## src/rtl/teq_pkg.sv

```systemverilog
// Package: shared widths and the stored record layout of the toggle-bit queue.
package teq_pkg;
    localparam int ENTRY_W = 32;
    localparam int EVT_W   = ENTRY_W - 1;

    // One stored record: generation bit on top, event number below.
    typedef struct packed {
        logic             gen;
        logic [EVT_W-1:0] evt;
    } teq_entry_t;
endpackage

```

## src/rtl/teq_producer.sv

```systemverilog
// Producer side: owns the write position and generation bit, and decides
// accept, reject (zero event) and overflow (all slots untaken).
// Assumes the consumer position/toggle inputs are the registered state.
module teq_producer
    import teq_pkg::*;
#(
    parameter int DEPTH_LOG2 = 4
) (
    input  logic                  clk,
    input  logic                  rst_n,
    input  logic                  enable,
    input  logic                  valid,
    input  logic [EVT_W-1:0]      evt_in,
    input  logic [DEPTH_LOG2-1:0] rd_idx,
    input  logic                  cons_tog,
    output logic                  wr_en,
    output logic [DEPTH_LOG2-1:0] wr_idx,
    output teq_entry_t            wr_entry,
    output logic                  accept,
    output logic                  reject,
    output logic                  overflow
);
    localparam int IDX_W = DEPTH_LOG2;

    logic [IDX_W-1:0] idx_q;
    logic [IDX_W-1:0] idx_nxt;
    logic             gen_q;
    logic             ovf_q;
    logic             full;
    logic             nonzero;

    // Full when one lap ahead of the consumer at the same slot.
    always_comb begin
        full    = (idx_q == rd_idx) && (gen_q != cons_tog);
        nonzero = |evt_in;
        accept  = enable && valid && nonzero && !full;
        reject  = enable && valid && !nonzero;
        idx_nxt = idx_q + IDX_W'(1);
    end

    // Record written: inverse generation on top, event number below.
    always_comb begin
        wr_en        = accept;
        wr_idx       = idx_q;
        wr_entry.gen = ~gen_q;
        wr_entry.evt = evt_in;
    end

    // Advance the write position and flip generation on wrap.
    always_ff @(posedge clk) begin
        if (!rst_n) begin
            idx_q <= '0;
            gen_q <= 1'b0;
        end else if (accept) begin
            idx_q <= idx_nxt;
            if (idx_nxt == '0) begin
                gen_q <= ~gen_q;
            end
        end
    end

    // Sticky overflow on a dropped non-zero write.
    always_ff @(posedge clk) begin
        if (!rst_n) begin
            ovf_q <= 1'b0;
        end else if (enable && valid && nonzero && full) begin
            ovf_q <= 1'b1;
        end
    end

    assign overflow = ovf_q;
endmodule

```

## src/rtl/teq_store.sv

```systemverilog
// Record store: DEPTH registered slots cleared by reset, one write port,
// one combinational read port. Assumes at most one write per cycle.
module teq_store
    import teq_pkg::*;
#(
    parameter int DEPTH_LOG2 = 4
) (
    input  logic                  clk,
    input  logic                  rst_n,
    input  logic                  wr_en,
    input  logic [DEPTH_LOG2-1:0] wr_idx,
    input  teq_entry_t            wr_entry,
    input  logic [DEPTH_LOG2-1:0] rd_idx,
    output teq_entry_t            rd_entry
);
    localparam int DEPTH = 1 << DEPTH_LOG2;
    localparam int IDX_W = DEPTH_LOG2;

    teq_entry_t slots [DEPTH];

    for (genvar i = 0; i < DEPTH; i++) begin : g_slot
        // Each slot clears on reset and loads when addressed.
        always_ff @(posedge clk) begin
            if (!rst_n) begin
                slots[i] <= '0;
            end else if (wr_en && (wr_idx == IDX_W'(i))) begin
                slots[i] <= wr_entry;
            end
        end
    end

    // Head read.
    assign rd_entry = slots[rd_idx];
endmodule

```

## src/rtl/teq_consumer.sv

```systemverilog
// Consumer side: owns the read position and toggle; judges freshness by
// comparing the head generation bit with the toggle, peeks or consumes.
module teq_consumer
    import teq_pkg::*;
#(
    parameter int DEPTH_LOG2 = 4
) (
    input  logic                  clk,
    input  logic                  rst_n,
    input  logic                  enable,
    input  logic                  req,
    input  logic                  consume,
    input  teq_entry_t            head,
    output logic [DEPTH_LOG2-1:0] rd_idx,
    output logic                  cons_tog,
    output logic [ENTRY_W-1:0]    word,
    output logic                  hit
);
    localparam int IDX_W = DEPTH_LOG2;

    logic [IDX_W-1:0] idx_q;
    logic [IDX_W-1:0] idx_nxt;
    logic             tog_q;
    logic             fresh;

    // Freshness test and output word with the generation bit removed.
    always_comb begin
        fresh   = head.gen != tog_q;
        hit     = enable && req && fresh;
        word    = hit ? {1'b0, head.evt} : '0;
        idx_nxt = idx_q + IDX_W'(1);
    end

    // Advance on consume, invert toggle on wrap.
    always_ff @(posedge clk) begin
        if (!rst_n) begin
            idx_q <= '0;
            tog_q <= 1'b0;
        end else if (hit && consume) begin
            idx_q <= idx_nxt;
            if (idx_nxt == '0) begin
                tog_q <= ~tog_q;
            end
        end
    end

    assign rd_idx   = idx_q;
    assign cons_tog = tog_q;
endmodule

```

## src/rtl/teq_event_queue.sv

```systemverilog
// Top: toggle-bit event queue. Producer appends, store holds records,
// consumer peeks or consumes by generation comparison. Depth = 2**DEPTH_LOG2.
module teq_event_queue
    import teq_pkg::*;
#(
    parameter int DEPTH_LOG2 = 4
) (
    input  logic               clk,
    input  logic               rst_n,
    input  logic               q_enable,
    input  logic               prod_valid,
    input  logic [EVT_W-1:0]   prod_evt,
    output logic               prod_accept,
    output logic               prod_reject,
    output logic               overflow,
    input  logic               cons_req,
    input  logic               cons_consume,
    output logic [ENTRY_W-1:0] cons_word,
    output logic               cons_hit
);
    logic [DEPTH_LOG2-1:0] wr_idx;
    logic [DEPTH_LOG2-1:0] rd_idx;
    logic                  wr_en;
    logic                  cons_tog;
    teq_entry_t            wr_entry;
    teq_entry_t            head;

    teq_producer #(.DEPTH_LOG2(DEPTH_LOG2)) u_prod (
        .clk      (clk),
        .rst_n    (rst_n),
        .enable   (q_enable),
        .valid    (prod_valid),
        .evt_in   (prod_evt),
        .rd_idx   (rd_idx),
        .cons_tog (cons_tog),
        .wr_en    (wr_en),
        .wr_idx   (wr_idx),
        .wr_entry (wr_entry),
        .accept   (prod_accept),
        .reject   (prod_reject),
        .overflow (overflow)
    );

    teq_store #(.DEPTH_LOG2(DEPTH_LOG2)) u_store (
        .clk      (clk),
        .rst_n    (rst_n),
        .wr_en    (wr_en),
        .wr_idx   (wr_idx),
        .wr_entry (wr_entry),
        .rd_idx   (rd_idx),
        .rd_entry (head)
    );

    teq_consumer #(.DEPTH_LOG2(DEPTH_LOG2)) u_cons (
        .clk      (clk),
        .rst_n    (rst_n),
        .enable   (q_enable),
        .req      (cons_req),
        .consume  (cons_consume),
        .head     (head),
        .rd_idx   (rd_idx),
        .cons_tog (cons_tog),
        .word     (cons_word),
        .hit      (cons_hit)
    );
endmodule

```

## config.mk

```make
export PLATFORM = sky130hd
export DESIGN_NAME = teq_event_queue
export DESIGN_NICKNAME = d
export VERILOG_FILES = /design/src/rtl/teq_pkg.sv /design/src/rtl/teq_producer.sv /design/src/rtl/teq_store.sv /design/src/rtl/teq_consumer.sv /design/src/rtl/teq_event_queue.sv
export SDC_FILE = /design/constraint.sdc
export NUM_CORES = 1
export LEC_CHECK = 0
export ABC_CLOCK_PERIOD_IN_PS = 3950
export BUFFER_PORTS_ARGS = -buffer_cell sky130_fd_sc_hd__buf_2
export CORE_AREA = 2 2 210 212
export DETAILED_ROUTE_END_ITERATION = 8
export DIE_AREA = 0 0 212 214
export PLACE_DENSITY_LB_ADDON = 0.12
export SYNTH_ARGS = -nofsm -noshare
export SYNTH_HDL_FRONTEND = slang
export SYNTH_SLANG_ARGS = --single-unit
```

## constraint.sdc

```tcl
create_clock -name clk -period 3.95 [get_ports clk]
set_clock_uncertainty 0.2 [all_clocks]
set_input_delay 0.1975 -clock clk [delete_from_list [all_inputs] [get_ports clk]]
set_output_delay 0.1975 -clock clk [all_outputs]
set_load 0.005 [all_outputs]
```

; ---- After elaboration in Yosys (flattened, before gate mapping)
; Memory sizes are Yosys's and may differ from the RTL's. A register that Yosys moved wholly into a read port is not among the register bits.
; Index checks and enable logic that the tools add are counted.
[classes]
n_div = 0
bitwise = 18
n_lt_le_gt_ge = 0
eq_ne = 18
n_reduce_logical = 33
n_addsub = 2
n_shift = 0
mux = 68
mul = 0
[ops]
columns = operator, count
row1 = $mux W32, 16
row2 = $mux W1, 49
row3 = $eq A4 B4 Y1 const B, 8
row4 = $mux W31, 1
row5 = $reduce_or A31 Y1, 1
row6 = $logic_and A1 B1 Y1, 25
row7 = $eq A4 B3 Y1 const B, 4
row8 = $or A1 B1 Y1, 16
row9 = $logic_not A4 Y1, 3
row10 = $add A4 B1 Y4 const B, 2
row11 = $eq A4 B2 Y1 const B, 2
row12 = $mux W4, 2
row13 = $eq A4 B1 Y1 const B, 1
row14 = $eq A4 B4 Y1, 1
row15 = $reduce_and A2 Y1, 2
row16 = $logic_not A1 Y1, 2
row17 = $ne A1 B1 Y1, 2
row18 = $not A1 Y1, 2
[word_totals]
word_cells = 145
mem_bits_rw = 512
mem_bits_ro = 0
memories = 1
register_bits = 11
latch_bits = 0
[mem_list]
columns = memory, words, word_bits, read_ports, rd_clocked_by_memory_dff, wr, line
row1 = u_store.slots, 16, 32, 1, 1, 16, teq_store.sv:19  ; teq_entry_t slots [DEPTH];

; ---- Longest topological paths before layout
[depth]
ltp_word = 9
ltp_mapped = 9
depth_no_buf = 6

; ---- Cells and area by module
; A second synthesis with hierarchy kept.
[hier_totals]
cells_unflattened = 1588
area_unflattened_um2 = 24115.6
[by_module_without_submodules]
columns = module, cells_per_inst, instances, seq_area_each_um2, area_per_inst_um2
row1 = teq_store, 1422, 1, 15374.7, 22826.9
row2 = teq_producer, 93, 1, 120.1, 730.7
row3 = teq_consumer, 73, 1, 100.1, 558.0

; ---- Least setup slack after synthesis
; No wires, ideal clock.
[synth_timing]
path_type = reg-to-reg
from = register u_prod.gen_q
to = memory u_store.slots[15][0] in the netlist's numbering (enable)
required_time_ns = 3.284
path_buffers = 2
path_slack_ns = -0.188
period_less_slack_ns = 4.138
t_arrival_ns = 3.473
stages_incl_launch_ff = 8
path_cell_list = dfxtp_1 buf_2 xnor2_1 nor2_1 nand4_1 nand3_1 clkbuf_1 o21ai_0
[synth_rtl]
columns = element, line
row1 = start: declaration, teq_producer.sv:27  ; logic gen_q;
row2 = start signal: assignment, teq_producer.sv:57  ; gen_q <= ~gen_q;
row3 = end: declaration, teq_store.sv:19

==> impl_metrics.csv <==
group,metric,value,unit
critical_path,r2r_slack,0.58,ns
logic_synthesis,synthTopCellsByArea,"edfxtp_1 (64%), mux4_2 (15%), and2_1 (13%)",
power_and_ir_drop,ir_drop,0.0003850,V
global_routing,grt_overflow,0,
critical_path,cp-end-kind,"primary output",
hold_path,hp-class,"in2reg",
placed_design,post-dp-hpwl,34.62,mm
logic_synthesis,syn-cell-area,23970,um^2
timing,setup_viol,0,
critical_path,cp-start-kind,"flip-flop",
timing,relSlewSlack,20.13,%
clock_network,numCtsBuffers,55,
final_layout,final_layout_size_suffix_gt1_share,25.41,%
final_layout,syn2layout_area_growth,14.60,%
timing,period_needed,3.771,ns
logic_synthesis,syn_inst,1491,
clock_network,cts_max_level,2,
critical_path,arrival,3.37,ns
critical_path,cp_max_fo,32,
logic_synthesis,synthSimpleGateAreaFrac,15.85,%
floorplanning,die_area,45370,um^2
logic_synthesis,synth-seq-cells,527,
timing,rsz0062_at_grt,"false",
drt,drtAntennaViolNets,0,
timing,hold_viol_final,0,
logic_synthesis,synthXorXnorAreaFrac,0.5429,%
global_routing,antenna_found_initial,1,
drt,drt_iter0_drc,1401,
timing,drv_slew,0,
floorplanning,core-area,42890,um^2
global_routing,grt_pass1_vias,13700,
floorplanning,rows,76,
final_layout,fin_util,64.05,%
clock_network,root_buffer,"clkbuf_16",
logic_synthesis,syn_nets,1535,
clock_network,clk_pin_slew,0.06,ns
final_layout,num-nets-final,1639,
global_routing,grtUsageTotal,27.97,%
clock_network,clock_sinks,527,
drt,drt_wl_total,61.46,mm
drt,drtPass1Iterations,5,
logic_synthesis,yosys_warnings,0,
timing,hold_slack,0.06676,ns
critical_path,r2r_cells,7,
placed_design,dp_slack,0.3359,ns
logic_synthesis,synth_top_area_share,64.14,%
clock_network,clockBufferDepth,3,
timing,setup_ws,0.1788,ns
critical_path,r2r-end,"u_store.slots[2][25]",
floorplanning,start_util,55.89,%
power_and_ir_drop,p_leak,9.808,nW
logic_synthesis,yosysTopAreaCell,"edfxtp_1",
clock_network,clk_latency,0.59,ns
logic_synthesis,synth_compound_area_share,0.4646,%
logic_synthesis,syn_avg_cell_area,16.08,um^2
critical_path,required,3.55,ns
floorplanning,fp.dieH,214,um
hold_path,hold_start,"rst_n",
hold_path,hold_path_depth,3,
global_routing,grt_pass1_wl,91.00,mm
run_status,status,"completed",
floorplanning,die_w,212,um
power_and_ir_drop,pwr_density_cell,434.3,nW/um^2
timing,timing.setup.tns,0,ns
critical_path,r2r-start,"u_prod.wr_idx[1]",
drt,num_vias,13220,
placed_design,numPortBuffers,71,
timing,worst_pin_slew,1.195,ns
drt,wl_per_cell,27.71,um
logic_synthesis,seq_area_frac_synth,65.40,%
global_routing,grt_max_degree,71,
drt,via_per_inst,5.959,
drt,drcViolationCount,0,
logic_synthesis,ys_types,32,
logic_synthesis,synthAdderAreaFrac,0.3654,%
placed_design,gp_congestion,0.8068,
clock_network,cts_setup_buffers,0,
clock_network,cts_tree,"done",
logic_synthesis,synth_mux_area_share,15.16,%
critical_path,worstSetupPathType,"reg2out",
timing,period_share,95.47,%
logic_synthesis,synth_top_family_by_area,"simple AND/OR/NAND/NOR gates",
final_layout,antenna_cells,0,
floorplanning,pin_count,73,
job,drv_cap,0,
hold_path,hold_end,"u_prod.overflow",
timing,timing.fmax,0.2652,GHz
==> sequential cells by signal, indices dropped and copies added, names as in the netlist, named ones only <==
signal           count
u_store.slots      512
u_cons.rd_idx        4
u_prod.wr_idx        4
u_cons.cons_tog      1
u_prod.gen_q         1
u_prod.overflow      1
==> final cells by class <==
cell class	instances	area [um^2]
sequential	527	15690
multi-input combinational	830	7991
tap	585	732.0
clock inverter	30	249.0
inverter	3	11.26
fill	3064	15420
clock buffer	65	1414
timing repair buffer	178	1386
==> where the power goes <==
| group | switching, mW | internal (mW) |
|---|---|---|
| Sequential | 0.0600 | 6.32 |
| Clock | 2.12 | 2.79 |
| Combinational | 0.382 | 0.256 |
==> per-layer routing <==
| layer | track usage [%] | part of all wire [%] |
|---|---|---|
| met5 | 0 | 0 |
| met1 | 41.22 | 42 |
| met4 | 7.371 | 2.5 |
| met3 | 4.208 | 7.0 |
| met2 | 44.19 | 48 |
==> metrics by stage <==
| step | total power [mW] | std cells | instance area, um^2 |
|---|---|---|---|
| after floorplan | 6.822 | 1491 | 23970 |
| after global placement | 7.094 | 2087 | 25450 |
| after detailed placement | 7.109 | 2087 | 25450 |
| after CTS | 11.99 | 2218 | 27470 |
| after global routing | 12.25 | 2218 | 27470 |
| final | 11.93 | 2218 | 27470 |
==> repair_timing <==
| action | 4_1_cts | 5_1_grt |
|---|---|---|
| gates resized for setup | 0 | 0 |
| hold buffers | 36 | 0 |
| endpoints found under the setup margin | 0 | 0 |
| hold endpoints to repair | 486 | 0 |
==> layout by cell type, fill, tap and decap left out, types with 8 or more instances in the layout <==
cell and n:
xnor2_1 9, dfxtp_1 11, clkinv_1 10, clkbuf_1 10, nand3_1 12, clkinv_2 12, dlygate4sd3_1 36, edfxtp_1 512
mux4_2 160, buf_12 11, nor4_1 8, o21ai_4 16, buf_4 60, and2_1 504, nor2b_1 34, nor3_1 21
buf_2 71, nor2_2 15, clkbuf_16 55
==> worst max-delay path by stage <==
stage,end,cells after the start
3_5_place_dp,u_store.slots[2][25],9
4_1_cts,cons_word[15],7
6_report,cons_word[17],7
3_3_place_gp,u_store.slots[2][25],9
5_1_grt,cons_word[15],7
2_1_floorplan,u_store.slots[15][0],7
==> Yosys cell counts (all sizes together) <==
cell,count
edfxtp,512
and2,504
mux4,160
clkbuf,111
nor2b,34
nor2,21
nor3,21
buf,20
o21ai,18
dfxtp,15
nand3,12
xnor2,10
nor4,8
ha,7
nand2,7
and3,4
xor2,4
inv,3
mux2i,3
nand2b,3
nand3b,3
nand4,3
o21a,2
or2,2
and4,1
conb,1
nor3b,1
o22ai,1
==> logic make-up after synthesis <==
family / count (synthesis)
compound gates: 21
xor+xnor: 14
fa+ha+maj: 7
buf+inv: 134
flops: 527
mux: 163
other cells: 1
simple gates: 624
==> critical path, cell delays in order (launching register included) <==
cell,delay (ns)
dfxtp_2,0.45
mux4_2,0.55
mux4_2,0.56
xnor2_2,0.22
nand3b_1,0.15
buf_4,0.49
nor2b_1,0.15
buf_2,0.16
Note: power is estimated with default switching activity, not from simulation.
